$ cat config.mk
export PLATFORM = sky130hd
export DESIGN_NAME = pit_regs
export DESIGN_NICKNAME = d
export VERILOG_FILES = /design/src/rtl/pit_pkg.sv /design/src/rtl/pit_cmd_dec.sv /design/src/rtl/pit_chan_regs.sv /design/src/rtl/pit_chan_core.sv /design/src/rtl/pit_regs.sv
export SDC_FILE = /design/constraint.sdc
export NUM_CORES = 1
export LEC_CHECK = 0
export BUFFER_PORTS_ARGS = -buffer_cell sky130_fd_sc_hd__buf_2
export CORE_ASPECT_RATIO = 1.1
export CORE_MARGIN = 2
export CORE_UTILIZATION = 30
export CTS_CLUSTER_SIZE = 25
export DETAILED_ROUTE_END_ITERATION = 10
export SYNTH_ARGS = -nofsm -noshare
export SYNTH_HDL_FRONTEND = slang
export SYNTH_SLANG_ARGS = --single-unit
$ cat constraint.sdc
create_clock -name clk -period 3.35 [get_ports clk]
set_input_delay 0.1675 -clock clk [delete_from_list [all_inputs] [get_ports clk]]
set_output_delay 0.1675 -clock clk [all_outputs]
set_load 0.005 [all_outputs]
$ cat src/rtl/pit_pkg.sv
package pit_pkg;
  localparam int CH_N   = 3;
  localparam int CNT_W  = 16;
  localparam int BYTE_W = 8;
  localparam int MODE_W = 3;

  typedef enum logic [1:0] {
    ACC_FREEZE = 2'b00,
    ACC_LO     = 2'b01,
    ACC_HI     = 2'b10,
    ACC_WORD   = 2'b11
  } acc_e;

  // Field order matches control-word bits 5:0.
  typedef struct packed {
    acc_e              acc;
    logic [MODE_W-1:0] mode;
    logic              dec;
  } cfg_t;

  localparam cfg_t CFG_RST = '{acc: ACC_WORD, mode: '0, dec: 1'b0};

  typedef struct packed {
    logic prog;
    logic frz_cnt;
    logic cap_sts;
    logic wr_byte;
    logic rd_byte;
  } chan_cmd_t;

  function automatic logic mode_runs(input logic [MODE_W-1:0] m);
    return m[1];
  endfunction

  function automatic logic mode_square(input logic [MODE_W-1:0] m);
    return m[1] & m[0];
  endfunction

  // Half of a count, zero meaning 2**CNT_W; rounds up or down.
  function automatic logic [CNT_W-1:0] half_up(input logic [CNT_W-1:0] n);
    logic [CNT_W:0] w;
    w = (n == '0) ? {1'b1, {CNT_W{1'b0}}} : {1'b0, n};
    return CNT_W'((w + 1'b1) >> 1);
  endfunction

  function automatic logic [CNT_W-1:0] half_dn(input logic [CNT_W-1:0] n);
    logic [CNT_W:0] w;
    w = (n == '0) ? {1'b1, {CNT_W{1'b0}}} : {1'b0, n};
    return CNT_W'(w >> 1);
  endfunction
endpackage

$ cat src/rtl/pit_cmd_dec.sv
module pit_cmd_dec
  import pit_pkg::*;
(
  input  logic                        wr_en,
  input  logic                        rd_en,
  input  logic [1:0]                  addr,
  input  logic [BYTE_W-1:0]           wdata,
  output chan_cmd_t [CH_N-1:0]        cmd
);
  localparam logic [1:0] CTRL_ADDR = 2'd3;

  logic ctrl_wr, rb_cmd;
  assign ctrl_wr = wr_en && (addr == CTRL_ADDR);
  assign rb_cmd  = (wdata[7:6] == 2'b11);

  for (genvar i = 0; i < CH_N; i++) begin : g_dec
    logic sel_me;
    assign sel_me = (wdata[7:6] == 2'(i));
    assign cmd[i].prog    = ctrl_wr && sel_me && (wdata[5:4] != 2'b00);
    assign cmd[i].frz_cnt = ctrl_wr && ((sel_me && (wdata[5:4] == 2'b00)) ||
                                        (rb_cmd && !wdata[5] && wdata[i+1]));
    assign cmd[i].cap_sts = ctrl_wr && rb_cmd && !wdata[4] && wdata[i+1];
    assign cmd[i].wr_byte = wr_en && (addr == 2'(i));
    assign cmd[i].rd_byte = rd_en && (addr == 2'(i));
  end
endmodule

$ cat src/rtl/pit_chan_regs.sv
module pit_chan_regs
  import pit_pkg::*;
(
  input  logic              clk,
  input  logic              rst_n,
  input  chan_cmd_t         cmd,
  input  logic [BYTE_W-1:0] wdata,
  input  logic [CNT_W-1:0]  cnt,
  input  logic              out_lvl,
  input  logic              null_f,
  output cfg_t              cfg,
  output logic [CNT_W-1:0]  cr,
  output logic              load,
  output logic [BYTE_W-1:0] rd_val
);
  logic [BYTE_W-1:0] lo_tmp;
  logic              wr_hi, rd_hi;
  logic [CNT_W-1:0]  frz_q;
  logic              frz_v;
  logic [BYTE_W-1:0] sts_q;
  logic              sts_v;
  logic              done;
  logic [CNT_W-1:0]  val;

  // Count-write completion and value assembly.
  always_comb begin
    done = 1'b0;
    val  = cr;
    if (cmd.wr_byte) begin
      unique case (cfg.acc)
        ACC_LO:   begin done = 1'b1; val = {{BYTE_W{1'b0}}, wdata}; end
        ACC_HI:   begin done = 1'b1; val = {wdata, {BYTE_W{1'b0}}}; end
        ACC_WORD: begin done = wr_hi; val = {wdata, lo_tmp}; end
        default:  begin done = 1'b0; end
      endcase
    end
    load = done && !(mode_runs(cfg.mode) && (val == CNT_W'(1)));
  end

  // Read byte selection.
  logic [CNT_W-1:0] src;
  logic             pick_hi, last_rd;
  always_comb begin
    src     = frz_v ? frz_q : cnt;
    pick_hi = (cfg.acc == ACC_HI) || ((cfg.acc == ACC_WORD) && rd_hi);
    last_rd = (cfg.acc != ACC_WORD) || rd_hi;
    rd_val  = sts_v ? sts_q : (pick_hi ? src[CNT_W-1 -: BYTE_W] : src[BYTE_W-1:0]);
  end

  always_ff @(posedge clk) begin
    if (!rst_n) begin
      cfg    <= CFG_RST;
      cr     <= '0;
      lo_tmp <= '0;
      wr_hi  <= 1'b0;
      rd_hi  <= 1'b0;
      frz_q  <= '0;
      frz_v  <= 1'b0;
      sts_q  <= '0;
      sts_v  <= 1'b0;
    end else if (cmd.prog) begin
      cfg   <= cfg_t'(wdata[5:0]);
      wr_hi <= 1'b0;
      rd_hi <= 1'b0;
      frz_v <= 1'b0;
      sts_v <= 1'b0;
    end else begin
      if (cmd.wr_byte && (cfg.acc == ACC_WORD)) begin
        if (!wr_hi) lo_tmp <= wdata;
        wr_hi <= !wr_hi;
      end
      if (load) cr <= val;
      if (cmd.frz_cnt && !frz_v) begin
        frz_q <= cnt;
        frz_v <= 1'b1;
      end
      if (cmd.cap_sts && !sts_v) begin
        sts_q <= {out_lvl, null_f, cfg};
        sts_v <= 1'b1;
      end
      if (cmd.rd_byte) begin
        if (sts_v) begin
          sts_v <= 1'b0;
        end else begin
          if (cfg.acc == ACC_WORD) rd_hi <= !rd_hi;
          if (frz_v && last_rd) frz_v <= 1'b0;
        end
      end
    end
  end
endmodule

$ cat src/rtl/pit_chan_core.sv
module pit_chan_core
  import pit_pkg::*;
(
  input  logic              clk,
  input  logic              rst_n,
  input  logic              cnt_en,
  input  logic              prog,
  input  logic              load,
  input  logic [MODE_W-1:0] mode,
  input  logic [CNT_W-1:0]  cr,
  output logic [CNT_W-1:0]  cnt,
  output logic              out_lvl,
  output logic              null_f
);
  logic             armed, pend;
  logic [CNT_W-1:0] ac;
  logic [CNT_W-1:0] eff;
  logic             sq;

  assign sq  = mode_square(mode);
  assign eff = pend ? cr : ac;

  always_ff @(posedge clk) begin
    if (!rst_n) begin
      cnt     <= '0;
      out_lvl <= 1'b1;
      armed   <= 1'b0;
      pend    <= 1'b0;
      null_f  <= 1'b0;
      ac      <= '0;
    end else if (prog) begin
      armed   <= 1'b0;
      pend    <= 1'b0;
      null_f  <= 1'b1;
      out_lvl <= 1'b1;
    end else begin
      if (cnt_en && mode_runs(mode)) begin
        if (!armed) begin
          if (pend) begin
            armed   <= 1'b1;
            pend    <= 1'b0;
            null_f  <= 1'b0;
            ac      <= cr;
            out_lvl <= 1'b1;
            cnt     <= sq ? half_up(cr) : cr;
          end
        end else if (!sq) begin
          if (cnt == CNT_W'(1)) begin
            cnt     <= eff;
            out_lvl <= 1'b1;
            if (pend) begin
              ac     <= cr;
              pend   <= 1'b0;
              null_f <= 1'b0;
            end
          end else begin
            cnt     <= cnt - CNT_W'(1);
            out_lvl <= (cnt != CNT_W'(2));
          end
        end else begin
          if (cnt == CNT_W'(1)) begin
            if (out_lvl) begin
              cnt     <= half_dn(ac);
              out_lvl <= 1'b0;
            end else begin
              cnt     <= half_up(eff);
              out_lvl <= 1'b1;
              if (pend) begin
                ac     <= cr;
                pend   <= 1'b0;
                null_f <= 1'b0;
              end
            end
          end else begin
            cnt <= cnt - CNT_W'(1);
          end
        end
      end
      if (load) begin
        pend   <= 1'b1;
        null_f <= 1'b1;
      end
    end
  end
endmodule

$ cat src/rtl/pit_regs.sv
module pit_regs
  import pit_pkg::*;
(
  input  logic              clk,
  input  logic              rst_n,
  input  logic              cnt_en,
  input  logic [1:0]        addr,
  input  logic              wr_en,
  input  logic              rd_en,
  input  logic [7:0]        wdata,
  output logic [7:0]        rdata,
  output logic [2:0]        tmr_out
);
  chan_cmd_t [CH_N-1:0]             cmd;
  cfg_t      [CH_N-1:0]             cfg_a;
  logic      [CH_N-1:0][CNT_W-1:0]  cr_a, cnt_a;
  logic      [CH_N-1:0][BYTE_W-1:0] rd_val;
  logic      [CH_N-1:0]             load_a, null_vec;
  logic      [2*CH_N-1:0]           ch_mode;
  logic      [BYTE_W-1:0]           rsel;

  pit_cmd_dec u_dec (
    .wr_en (wr_en),
    .rd_en (rd_en),
    .addr  (addr),
    .wdata (wdata),
    .cmd   (cmd)
  );

  for (genvar i = 0; i < CH_N; i++) begin : g_ch
    pit_chan_regs u_regs (
      .clk     (clk),
      .rst_n   (rst_n),
      .cmd     (cmd[i]),
      .wdata   (wdata),
      .cnt     (cnt_a[i]),
      .out_lvl (tmr_out[i]),
      .null_f  (null_vec[i]),
      .cfg     (cfg_a[i]),
      .cr      (cr_a[i]),
      .load    (load_a[i]),
      .rd_val  (rd_val[i])
    );

    pit_chan_core u_core (
      .clk     (clk),
      .rst_n   (rst_n),
      .cnt_en  (cnt_en),
      .prog    (cmd[i].prog),
      .load    (load_a[i]),
      .mode    (cfg_a[i].mode),
      .cr      (cr_a[i]),
      .cnt     (cnt_a[i]),
      .out_lvl (tmr_out[i]),
      .null_f  (null_vec[i])
    );

    assign ch_mode[2*i +: 2] = cfg_a[i].mode[1:0];
  end

  always_comb begin
    rsel = '0;
    for (int k = 0; k < CH_N; k++) begin
      if (addr == 2'(k)) rsel = rd_val[k];
    end
  end

  always_ff @(posedge clk) begin
    if (!rst_n)     rdata <= '0;
    else if (rd_en) rdata <= rsel;
  end
endmodule

==> reports/results.ini, run 1 <==
[sta]
post-route-period-util_pct = 88.13
setup_violations = 0
drv_slew = 0
clock.fmax_mhz = 338.7
slew_headroom_pct = 19.71
rsz0062_at_grt = false
fin_tns_setup_ns = 0
finalHoldViolations = 0
timing.final.crit_period_ns = 2.952
layout_setup_ws_ns = 0.3976
worst_slew_pin_slew_ns = 1.189
fin_skew_ns = 0.02790

[pwr]
ir_worst_vdd_v = 0.0002816
p_leak_nw = 7.038
power_density_mw_per_mm2 = 378.6

[clocking]
cts_sinks = 290
cts_tree = built
insertion_delay_ns = 0.55
cts_buffer_depth = 3
h-tree-depth = 2
postCtsSetupBuffers = 0
cts_resized = 0
cts.clk_slew.worst_paths_ns = 0.07
cts_root_buffer = clkbuf_16
cts_made_buffers = 35

[placed_design]
dp_slack_ns = 0.4769
dpl_cell_area_mm2 = 0.01997
place_hpwl_um = 48350
gp_congestion = 1.011
io_buffers = 25

[yosys]
yosys_register_bits = 290
synthCells = 2355
syn_nets = 2403
syn_area_mm2 = 0.01875
ys_seq_area_share_pct = 30.96
synthFlopType = dfxtp_1
yosysUniqueCellTypes = 90
async_reset_ff_share_pct = 0
synth_edf_count = 0
syn_avg_cell_area_um2 = 7.962
yosysWarnings = 0

[setup_path]
critPathMaxStageDelay_ns = 0.76
crit_fanout = 17
end_kind = flip-flop
ff2ff_path_depth = 8
critPathLaunchType = flip-flop
crit_chain = buf_4 -> mux2i_1 -> buf_4 -> a2111oi_0 -> nand4_1 -> xor2_1 -> a31oi_1 -> nor3_1
reg2reg_slack_ns = 0.40
critPathSlowestCell = a2111oi_0
cp.required_ns = 3.76
critPathMostFrequentCell = buf_4
r2r_start = g_ch[2].u_core.pend
reg2reg_to = g_ch[2].u_core.cnt[14]
critPathArrivalTime_ns = 3.36
critical_path_class = flip-flop to flip-flop

[route]
wl_per_cell_um = 21.18
first_pass_iters = 7
num_vias = 18928
postRouteAntennaNets = 0
drt_iter0_drc = 2071
viasPerCell = 5.963
drt-total-wl_um = 67220
drc = 0

[die]
chipHeight_um = 266.2
die-width_um = 242.4
core-area_mm2 = 0.06210
rows = 96
initial_core_util_pct = 30.19
dieArea_mm2 = 0.06452
io_pins = 26

[global_route]
grt_first_pass_wirelength_um = 105900
grt_use_total_pct = 20.31
antenna_found_initial = 1
grt_pass1_vias = 17573
grt_start_max_net_pins = 61
grt.overflow.total = 0

[cells_and_area]
final_nets = 2365
final_cell_mix = 290 x dfxtp_1, 287 x nor2_1, 179 x nand2_1
final_common_cell = dfxtp_1
stdcell_area_mm2 = 0.02119
drive_gt1_share_pct = 12.91
syn_to_final_growth_pct = 13.00
fin_util_pct = 34.12

[hold_path]
hold_depth = 3
hold_class = primary input to flip-flop
hold-path-endpoint = g_ch[0].u_regs.cfg[3]
worstHoldStart = wdata[3]

[run_status]
status = finished, final reports clean

[run]
maxCapViolations = 0

## worst max path at each step
stage,from,end,slack [ns]
after floorplan,g_ch[1].u_core.pend,g_ch[1].u_core.cnt[7],0.34
after global placement,g_ch[0].u_core.pend,g_ch[0].u_core.cnt[9],0.56
after detailed placement,g_ch[0].u_core.pend,g_ch[0].u_core.cnt[5],0.48
after CTS,g_ch[0].u_core.pend,g_ch[0].u_core.cnt[5],0.46
after global routing,g_ch[1].u_regs.cfg[5],g_ch[1].u_regs.cr[9],0.24
final,g_ch[2].u_core.pend,g_ch[2].u_core.cnt[14],0.40
## metrics by stage
stage,hold slack [ns],total power [mW],std cells
CTS,0.0001553,8.097,3173
detailed placement,0.4580,4.034,3110
global route,0.02146,8.265,3173
finish,0.03332,8.021,3174
floorplan,0.3431,3.865,2355
global placement,0.4444,4.029,3110
## critical path, delay by kind of cell, from the launching register on
family,cells,cell delay (ns)
compound gates,2,0.97
flops,1,0.71
buf+inv,2,0.52
simple gates,2,0.27
xor+xnor,1,0.20
mux,1,0.12
## layout make-up
cell class	count	area, um^2
Clock buffer	48	994.7
Tap cell	833	1042
Antenna cell	1	2.502
Sequential cell	290	5806
Multi-Input combinational cell	1783	11850
Clock inverter	12	193.9
Inverter	55	211.5
Fill cell	6434	40910
Timing Repair Buffer	152	1086
## synthesized netlist by cell type, types with 14 or more instances
cell | number | area (um^2)
a2111oi_0 | 14 | 122.6
a211oi_1 | 95 | 713.2
a21oi_1 | 167 | 835.8
a22oi_1 | 27 | 202.7
a31oi_1 | 43 | 269.0
buf_1 | 22 | 82.58
buf_2 | 24 | 120.1
clkbuf_1 | 166 | 623.1
dfxtp_1 | 290 | 5806
ha_1 | 33 | 412.9
inv_1 | 53 | 198.9
mux2i_1 | 159 | 1592
mux4_2 | 24 | 540.5
nand2_1 | 179 | 671.9
nand2b_1 | 32 | 200.2
nand3_1 | 104 | 520.5
nand3b_1 | 14 | 105.1
nand4_1 | 33 | 206.5
nand4b_1 | 15 | 131.4
nor2_1 | 287 | 1077
nor3_1 | 48 | 240.2
nor4_1 | 40 | 250.2
o211ai_1 | 38 | 285.3
o21ai_0 | 85 | 425.4
o31ai_1 | 14 | 105.1
xnor2_1 | 29 | 254.0
xor2_1 | 32 | 280.3
## per-layer routing
| metal | GRT usage (%) | part of all wire (%) |
|---|---|---|
| met3 | 3.354 | 8.0 |
| met5 | 0 | 0 |
| met1 | 27.40 | 43 |
| met2 | 32.57 | 45 |
| met4 | 7.407 | 3.5 |
## power breakdown
| part | switching [mW] | internal, mW |
|---|---|---|
| sequential | 0.0501 | 3.49 |
| combinational | 0.296 | 0.141 |
| clock | 1.59 | 2.46 |
| total | 1.94 | 6.08 |
## sequential cells by signal, indices dropped and copies added, names as in the netlist
register	count
g_ch.u_core.out_lvl	3
g_ch.u_core.pend	3
g_ch.u_regs.frz_q	48
g_ch.u_regs.lo_tmp	24
g_ch.u_core.ac	48
g_ch.u_regs.sts_v	3
g_ch.u_core.cnt	48
g_ch.u_regs.sts_q	24
g_ch.u_regs.wr_hi	3
g_ch.u_core.null_f	3
g_ch.u_regs.cr	48
g_ch.u_regs.frz_v	3
g_ch.u_core.armed	3
g_ch.u_regs.rd_hi	3
rdata	8
g_ch.u_regs.cfg	18
## logic make-up after synthesis
group | after synthesis | share of synthesized area, %
and+or+nand+nor | 850 | 22.37
xor gates and xnor gates | 61 | 2.849
adders and majority gates | 33 | 2.202
muxes | 195 | 12.09
AOI/OAI and AO/OA | 644 | 23.40
DFF | 290 | 30.96
buffers and inverters | 282 | 6.132
## repair_timing
action / CTS / global route
endpoints found under the hold margin: 4 / 0
setup endpoints to repair: 0 / 0
hold buffers: 3 / 0
Power figures use the tool's default switching activity.
==> inputs of run 2 (changes only) <==
ABC_AREA = 1   (was not set)
==> reports/results.ini, run 2 <==
[placed_design]
gp_congestion = 0.9240  ; was 1.011
dpl_cell_area_mm2 = 0.02061  ; was 0.01997 mm^2
place_hpwl_um = 51460  ; was 48350 um
io_buffers = 25  ; unchanged
dp_cells = 3977  ; was 3110

[setup_path]
critPathLaunchType = flip-flop  ; unchanged
critPathMaxStageDelay_ns = 0.55  ; was 0.76 ns
critPathArrivalTime_ns = 3.39  ; was 3.36 ns
critPathSlowestCell = nand3_2  ; was a2111oi_0
cp.required_ns = 3.86  ; was 3.76 ns
end_kind = flip-flop  ; unchanged
crit_chain = ha_1 -> inv_1 -> nand2_1 -> nand3_1 -> o21ai_0 -> nor2_1 -> nand2_1 -> nor2_1 -> nand3_2 -> nand3b_1 -> nand2_1 -> nor2_1  ; was buf_4 -> mux2i_1 -> buf_4 -> a2111oi_0 -> nand4_1 -> xor2_1 -> a31oi_1 -> nor3_1
critPathBufInv = 1  ; was 2
critical_path_class = flip-flop to flip-flop  ; unchanged
worst_path_dominant_cell_family = simple AND/OR/NAND/NOR gates  ; was compound AO/OA/AOI/OAI gates
crit_fanout = 33  ; was 17

[route]
postRouteAntennaNets = 0  ; unchanged
num_vias = 21333  ; was 18928
first_pass_iters = 8  ; was 7
drt_iter0_drc = 1847  ; was 2071
drc = 0  ; unchanged
drt-total-wl_um = 70150  ; was 67220 um
wl_per_cell_um = 17.34  ; was 21.18 um
viasPerCell = 5.274  ; was 5.963

[cells_and_area]
instances_no_fill = 4045  ; was 3174
final_nets = 3216  ; was 2365
final_common_cell = nand2_1  ; was dfxtp_1
syn_to_final_growth_pct = 11.45  ; was 13.00%
final_cell_mix = 696 x nand2_1, 442 x o21ai_0, 388 x a21oi_1  ; was 290 x dfxtp_1, 287 x nor2_1, 179 x nand2_1
fillers = 7198  ; was 6434
drive_gt1_share_pct = 6.516  ; was 12.91%
stdcell_area_mm2 = 0.02186  ; was 0.02119 mm^2

[yosys]
syn_nets = 3259  ; was 2403
yosys_register_bits = 290  ; unchanged
synth_area_leader_cell = dfxtp_1  ; unchanged
synth_top_area_share_pct = 29.60  ; was 30.96%
yosysMostFrequentCell = nand2_1  ; was dfxtp_1
synth_area_leaders = dfxtp_1 30%, nand2_1 13%, o21ai_0 11%  ; was dfxtp_1 31%, mux2i_1 8.5%, nor2_1 5.7%
ys_seq_area_share_pct = 29.60  ; was 30.96%
async_reset_ff_share_pct = 0  ; unchanged
syn_avg_cell_area_um2 = 6.108  ; was 7.962 um^2
synthCells = 3211  ; was 2355
synthFlopType = dfxtp_1  ; unchanged
synth.cells.most_frequent = 696 x nand2_1, 442 x o21ai_0, 388 x a21oi_1, 332 x inv_1, 290 x dfxtp_1  ; was 290 x dfxtp_1, 287 x nor2_1, 179 x nand2_1, 167 x a21oi_1, 166 x clkbuf_1
yosysUniqueCellTypes = 51  ; was 90
yosysWarnings = 0  ; unchanged
syn_area_mm2 = 0.01961  ; was 0.01875 mm^2
synth_edf_count = 0  ; unchanged

[sta]
fin_tns_setup_ns = 0  ; unchanged
finalHoldViolations = 0  ; unchanged
clock.fmax_mhz = 347.1  ; was 338.7 MHz
slew_headroom_pct = 32.60  ; was 19.71%
drv_slew = 0  ; unchanged
timing.final.crit_period_ns = 2.881  ; was 2.952 ns
fin_skew_ns = 0.03732  ; was 0.02790 ns
worst_slew_pin_slew_ns = 1.010  ; was 1.189 ns
post-route-period-util_pct = 86.00  ; was 88.13%
setup_violations = 0  ; unchanged
rsz0062_at_grt = false  ; unchanged

[global_route]
grt.overflow.total = 0  ; unchanged
antenna_found_initial = 7  ; was 1
grt_use_total_pct = 20.45  ; was 20.31%
grt_first_pass_wirelength_um = 110700  ; was 105900 um
grt_pass1_vias = 19584  ; was 17573
grt_start_max_net_pins = 84  ; was 61

[clocking]
insertion_delay_ns = 0.57  ; was 0.55 ns
cts_buffer_depth = 3  ; unchanged
cts_sinks = 290  ; unchanged
h-tree-depth = 2  ; unchanged
cts_made_buffers = 36  ; was 35
cts_root_buffer = clkbuf_16  ; unchanged
cts_tree = built  ; unchanged
cts.clk_slew.worst_paths_ns = 0.07  ; about the same

[die]
die-width_um = 247.8  ; was 242.4 um
io_pins = 26  ; unchanged
chipHeight_um = 272.2  ; was 266.2 um
dieArea_mm2 = 0.06743  ; was 0.06452 mm^2
rows = 98  ; was 96
core-area_mm2 = 0.06486  ; was 0.06210 mm^2
initial_core_util_pct = 30.23  ; was 30.19%

[run]
maxCapViolations = 0  ; unchanged

[pwr]
power_density_mw_per_mm2 = 377.8  ; was 378.6 mW/mm^2
power_mw = 8.258  ; was 8.021 mW
ir_worst_vdd_v = 0.0003612  ; was 0.0002816 V
p_leak_nw = 8.526  ; was 7.038 nW

[run_status]
status = finished, final reports clean  ; unchanged

[hold_path]
hold_class = primary input to flip-flop  ; unchanged

[run 2: cell count changes after synthesis, moves of 37 or more]
cell      previous run  this run
nand2_1            179       696
nand3_1            104       196
inv_1               53       332
o21ai_0             85       442
a21oi_1            167       388
a211oi_1            95        13
o21ai_1              1        38
mux2i_1            159         2
clkbuf_1           166       126
[run 2: report_power, final]
| group | internal, mW | switching, mW |
|---|---|---|
| Combinational | 0.190 | 0.427 |
| Sequential | 3.51 | 0.0538 |
| Clock | 2.39 | 1.69 |
| Total | 6.09 | 2.17 |
[run 2: worst min-delay path, stage by stage]
cell      delay [ns]
buf_2           0.21
nand2_1         0.11
o211ai_1        0.07
[run 2: path summary, 6_finish.rpt]
kind	startpoint	endpoint	slack (ns)	cells past startpoint
worst max-delay path	g_ch[2].u_regs.cfg[4]	g_ch[2].u_regs.cr[12]	0.47	12
worst min-delay path	wdata[4]	g_ch[2].u_regs.cfg[4]	0.04	3
worst max register to register	g_ch[2].u_regs.cfg[4]	g_ch[2].u_regs.cr[12]	0.47	12
worst min register to register	g_ch[0].u_regs.frz_q[5]	g_ch[0].u_regs.frz_q[5]	0.44	2
[run 2: cells by family (layout without fill, tap and decap cells)]
logic type,Yosys count,count (layout),synth area share (%)
and+or+nand+nor,1338,1338,29.29
AOI/OAI and AO/OA,988,988,26.75
buffers and inverters,528,509,10.72
DFF,290,290,29.60
adders and majority gates,33,33,2.105
xor gates and xnor gates,32,32,1.429
muxes,2,2,0.1021
other,0,3,0
[run 2: cell type report]
| class | count | area [um^2] | share of cell area, % |
|---|---|---|---|
| diodes | 3 | 7.507 | 0.03435 |
| flip-flops and latches | 290 | 5806 | 26.56 |
| multi-input cells | 2393 | 11710 | 53.57 |
| clock buffers | 47 | 1022 | 4.677 |
| inverters | 346 | 1301 | 5.953 |
| clock inverters | 15 | 188.9 | 0.8644 |
| well taps | 850 | 1064 | 4.866 |
| repair buffers | 101 | 759.5 | 3.475 |
[run 2: what timing repair did]
| action | CTS | global route |
|---|---|---|
| hold buffers | 3 | 0 |
| hold endpoints to repair | 4 | 0 |
| resized for setup | 0 | 0 |
| buffers inserted | 0 | 0 |
[run 2: routing by layer]
layer / up-vias / routed length, um / global-route usage, %
met1: 9824 / 30190 / 26.19
met5: - / 47 / 0
met2: 664 / 32620 / 33.72
met3: 159 / 4172 / 3.192
met4: 8 / 3119 / 9.092
li1: 10678 / - / -
[run 2: metrics by stage]
stage / util [%] / hold WS [ns] / setup WS (ns)
final: 33.70 / 0.04168 / 0.4691
after global routing: 33.69 / 0.04758 / 0.2532
after CTS: 33.68 / 0.02324 / 0.5608
after detailed placement: 31.77 / 0.4341 / 0.6020
after global placement: 31.77 / 0.4320 / 0.5851
after floorplan: - / 0.2979 / 1.195
